**config.mk**
```make
export PLATFORM = sky130hd
export DESIGN_NAME = hazard_ctrl
export DESIGN_NICKNAME = d
export VERILOG_FILES = /design/src/rtl/hazard_ctrl.sv
export SDC_FILE = /design/constraint.sdc
export NUM_CORES = 1
export LEC_CHECK = 0
export ABC_CLOCK_PERIOD_IN_PS = 4550
export BUFFER_PORTS_ARGS = -buffer_cell sky130_fd_sc_hd__buf_4
export CORE_AREA = 2 2 39 41
export DETAILED_ROUTE_END_ITERATION = 8
export DIE_AREA = 0 0 41 43
export SYNTH_ARGS = -nofsm -noshare
export SYNTH_HDL_FRONTEND = slang
export SYNTH_SLANG_ARGS = --single-unit
export TNS_END_PERCENT = 100
```
**constraint.sdc**
```tcl
create_clock -name vclk -period 4.55
set_clock_uncertainty 0.1 [all_clocks]
set_input_delay 0.91 -clock vclk [all_inputs]
set_output_delay 0.91 -clock vclk [all_outputs]
set_load 0.05 [all_outputs]
```
**src/rtl/hazard_ctrl.sv**
```systemverilog
module hazard_ctrl #(
  parameter int REG_W = 5
) (
  input  logic             clk,
  input  logic             rst,
  input  logic [REG_W-1:0] dec_rs,
  input  logic [REG_W-1:0] dec_rt,
  input  logic             dec_is_branch,
  input  logic             br_taken,
  input  logic             idex_mem_rd,
  input  logic             idex_reg_wr,
  input  logic [REG_W-1:0] idex_dst,
  input  logic             exmem_mem_rd,
  input  logic             exmem_reg_wr,
  input  logic [REG_W-1:0] exmem_dst,
  output logic             pc_we,
  output logic             ifid_we,
  output logic             idex_bubble,
  output logic             ifid_flush
);

  localparam logic [REG_W-1:0] ZERO_REG = '0;

  logic idex_hit, exmem_hit;
  logic load_use, br_alu, br_load2, hold;

  assign idex_hit  = idex_reg_wr  && (idex_dst  != ZERO_REG) &&
                     ((idex_dst  == dec_rs) || (idex_dst  == dec_rt));
  assign exmem_hit = exmem_reg_wr && (exmem_dst != ZERO_REG) &&
                     ((exmem_dst == dec_rs) || (exmem_dst == dec_rt));

  assign load_use = idex_hit && idex_mem_rd;
  assign br_alu   = idex_hit && !idex_mem_rd && dec_is_branch;
  assign br_load2 = exmem_hit && exmem_mem_rd && dec_is_branch;
  assign hold     = !rst && (load_use || br_alu || br_load2);

  assign pc_we       = !hold;
  assign ifid_we     = !hold;
  assign idex_bubble = hold;
  assign ifid_flush  = !rst && !hold && dec_is_branch && br_taken;

  always_comb begin
    if (rst) assert_reset_idle_R1: assert (pc_we && ifid_we && !idex_bubble && !ifid_flush);
  end

  assert_load_use_hold_R2: assert property (@(posedge clk) disable iff (rst)
    (idex_mem_rd && idex_reg_wr && idex_dst != ZERO_REG && idex_dst == dec_rs) |-> (idex_bubble && !pc_we));

  assert_nonbranch_ignores_alu_R4: assert property (@(posedge clk) disable iff (rst)
    (!dec_is_branch && !idex_mem_rd) |-> pc_we);

  assert_branch_load_two_R5: assert property (@(posedge clk) disable iff (rst)
    (dec_is_branch && exmem_mem_rd && exmem_reg_wr && exmem_dst != ZERO_REG && exmem_dst == dec_rt) |-> !ifid_we);

  assert_zero_dst_free_R8: assert property (@(posedge clk) disable iff (rst)
    (idex_dst == ZERO_REG && exmem_dst == ZERO_REG) |-> !idex_bubble);

  assert_no_writer_free_R9: assert property (@(posedge clk) disable iff (rst)
    (!idex_reg_wr && !exmem_reg_wr) |-> (pc_we && ifid_we));

  assert_flush_needs_branch_R10: assert property (@(posedge clk) disable iff (rst)
    ifid_flush |-> (dec_is_branch && br_taken && pc_we));

  assert_flush_not_while_held_R11: assert property (@(posedge clk) disable iff (rst)
    idex_bubble |-> !ifid_flush);

endmodule

```
==> impl_metrics.toml <==
[run_status]
status = "completed"

[layout]
num-fill-cells = 154
seq_cells = 0
syn2layout_area_growth_pct = 83.4
final_cell_mix = "31 x buf_4, 20 x xor2_1, 5 x nor2_1"
clkbuf_count = 0
register_area_um2 = 0
layout_commonest_cell = "buf_4"
drive_gt1_share_pct = 46.4
multi_input_area_um2 = 287
fin_nets = 99
diodes = 0

[timing]
hold_violations = 0
slew_viol_final = 0
final.period_utilization_pct = 73.3
tightest_slew_ns = 0.208
fin_hold_ws_ns = 2.02
layout_min_cycle_time_ns = 3.33
rsz0062_at_grt = "false"
timing.setup.tns_ns = 0
setup-violations-final = 0
slew-limit-headroom_pct = 86.0
setup_ws_ns = 1.22
fmax_mhz = 300

[pwr]
vdd_drop_max_v = 0.0000318
power-per-cell-area_mw_per_mm2 = 88.8
leakagePower_nw = 0.261

[floorplanning]
design.core.area_mm2 = 0.00138
die-area_mm2 = 0.00176
fp.dieW_um = 41
io_pins = 32
initial_core_util_pct = 21.2
die_h_um = 43
rows = 14

[detailed_routing]
viasPerCell = 4.36
ant_nets = 0
drt_iter0_markers = 0
drtPass1Iterations = 1
finalWirelength_um = 861
via_count = 371
drc = 0
wire_per_inst_um = 10.1

[clock_network]
post_cts_buffers = 0
ctsResizeCount = 0
ctsHoldBuffers = 0

[placed_design]
io_buffers = 31
place.gp.congestion = 0.686
dp_slack_ns = 1.21
hpwlAfterDp_um = 821

[setup_path]
required_ns = 3.54
cpMostUsedCell = "buf_4"
crit_chain = "buf_4, or4_1, o221ai_1, o22a_1, and4b_1, buf_4"
endpoint_kind = "output pin"
cp.arrival_ns = 2.32
slowest_stage = "or4_1"
start_kind = "input port"
max_stage_delay_ns = 0.53
worst-path-max-fanout = 3
startpoint = "idex_dst[1]"
critPathKind = "in2out"

[global_routing]
grt_pass1_wl_mm = 1.36
grt_pass1_vias = 347
grt.total_usage_pct = 10.3
grt_max_degree = 4
antenna_found_initial = 0
grt_overflow_total = 0

[logic_synthesis]
synth-seq-area-share_pct = 0
ys_types = 11
synth_cells = 39
syn_area_um2 = 294
yosysWarningCount = 0
synth_fp_nets = 67
avgSynthCellArea_um2 = 7.54

[job]
max_cap_violations = 0

[hold_path]
hold_class = "in2out"
holdCritStartpoint = "rst"
[cells in the mapped netlist]
cell	instances	area, um2
o22a_1	1	8.76
and4b_1	1	10.0
o2111ai_1	1	8.76
o221ai_1	1	8.76
nor3_1	4	20.0
xor2_1	20	175
a22oi_1	2	15.0
or2_2	1	6.26
or4_1	2	15.0
buf_4	1	7.51
nor2_1	5	18.8
[report_power, final]
group	switching, mW	internal [mW]	total (mW)
sequential	0	0	0
clock	0	0	0
combinational	0.0211	0.0268	0.0479
[worst max-delay path, delay by kind of cell]
family | cells | cell delay, ns
AND/OR/NAND/NOR | 2 | 0.73
AO/OA/AOI/OAI | 2 | 0.36
buffers and inverters | 2 | 0.31
[per-stage QoR]
stage | cell area (um2) | power (mW) | util (%) | instances
after floorplan | 294 | 0.0203 | - | 39
after global placement | 539 | 0.0479 | 39.0 | 85
after detailed placement | 539 | 0.0483 | 39.0 | 85
after CTS | 539 | 0.0485 | 39.0 | 85
after global routing | 539 | 0.0531 | 39.0 | 85
final | 539 | 0.0479 | 39.0 | 85
[final timing paths]
path | endpoint | cells past startpoint
max | ifid_flush | 6
min | idex_bubble | 3
[metal layers]
metal / GRT usage [%] / vias to the layer above / routed length [um]
li1: - / 199 / -
met1: 13.3 / 161 / 344
met2: 18.8 / 11 / 473
met3: 0.524 / 0 / 44
met4: 0 / 0 / 0
met5: 0 / - / 0
[final cells by class]
cell class         count  area share (%)
multi-input cells     38            53.1
repair buffers        31            43.2
well taps             16            3.71
[kinds of logic (layout without fill, tap and decap cells)]
kind of cell	count (synthesis)	in the layout	share of synthesized area [%]
AOI/OAI and AO/OA	5	5	14.0
xor gates and xnor gates	20	20	59.6
buffers and inverters	1	31	2.55
and+or+nand+nor	13	13	23.8
(Power assumes the default switching activity.)
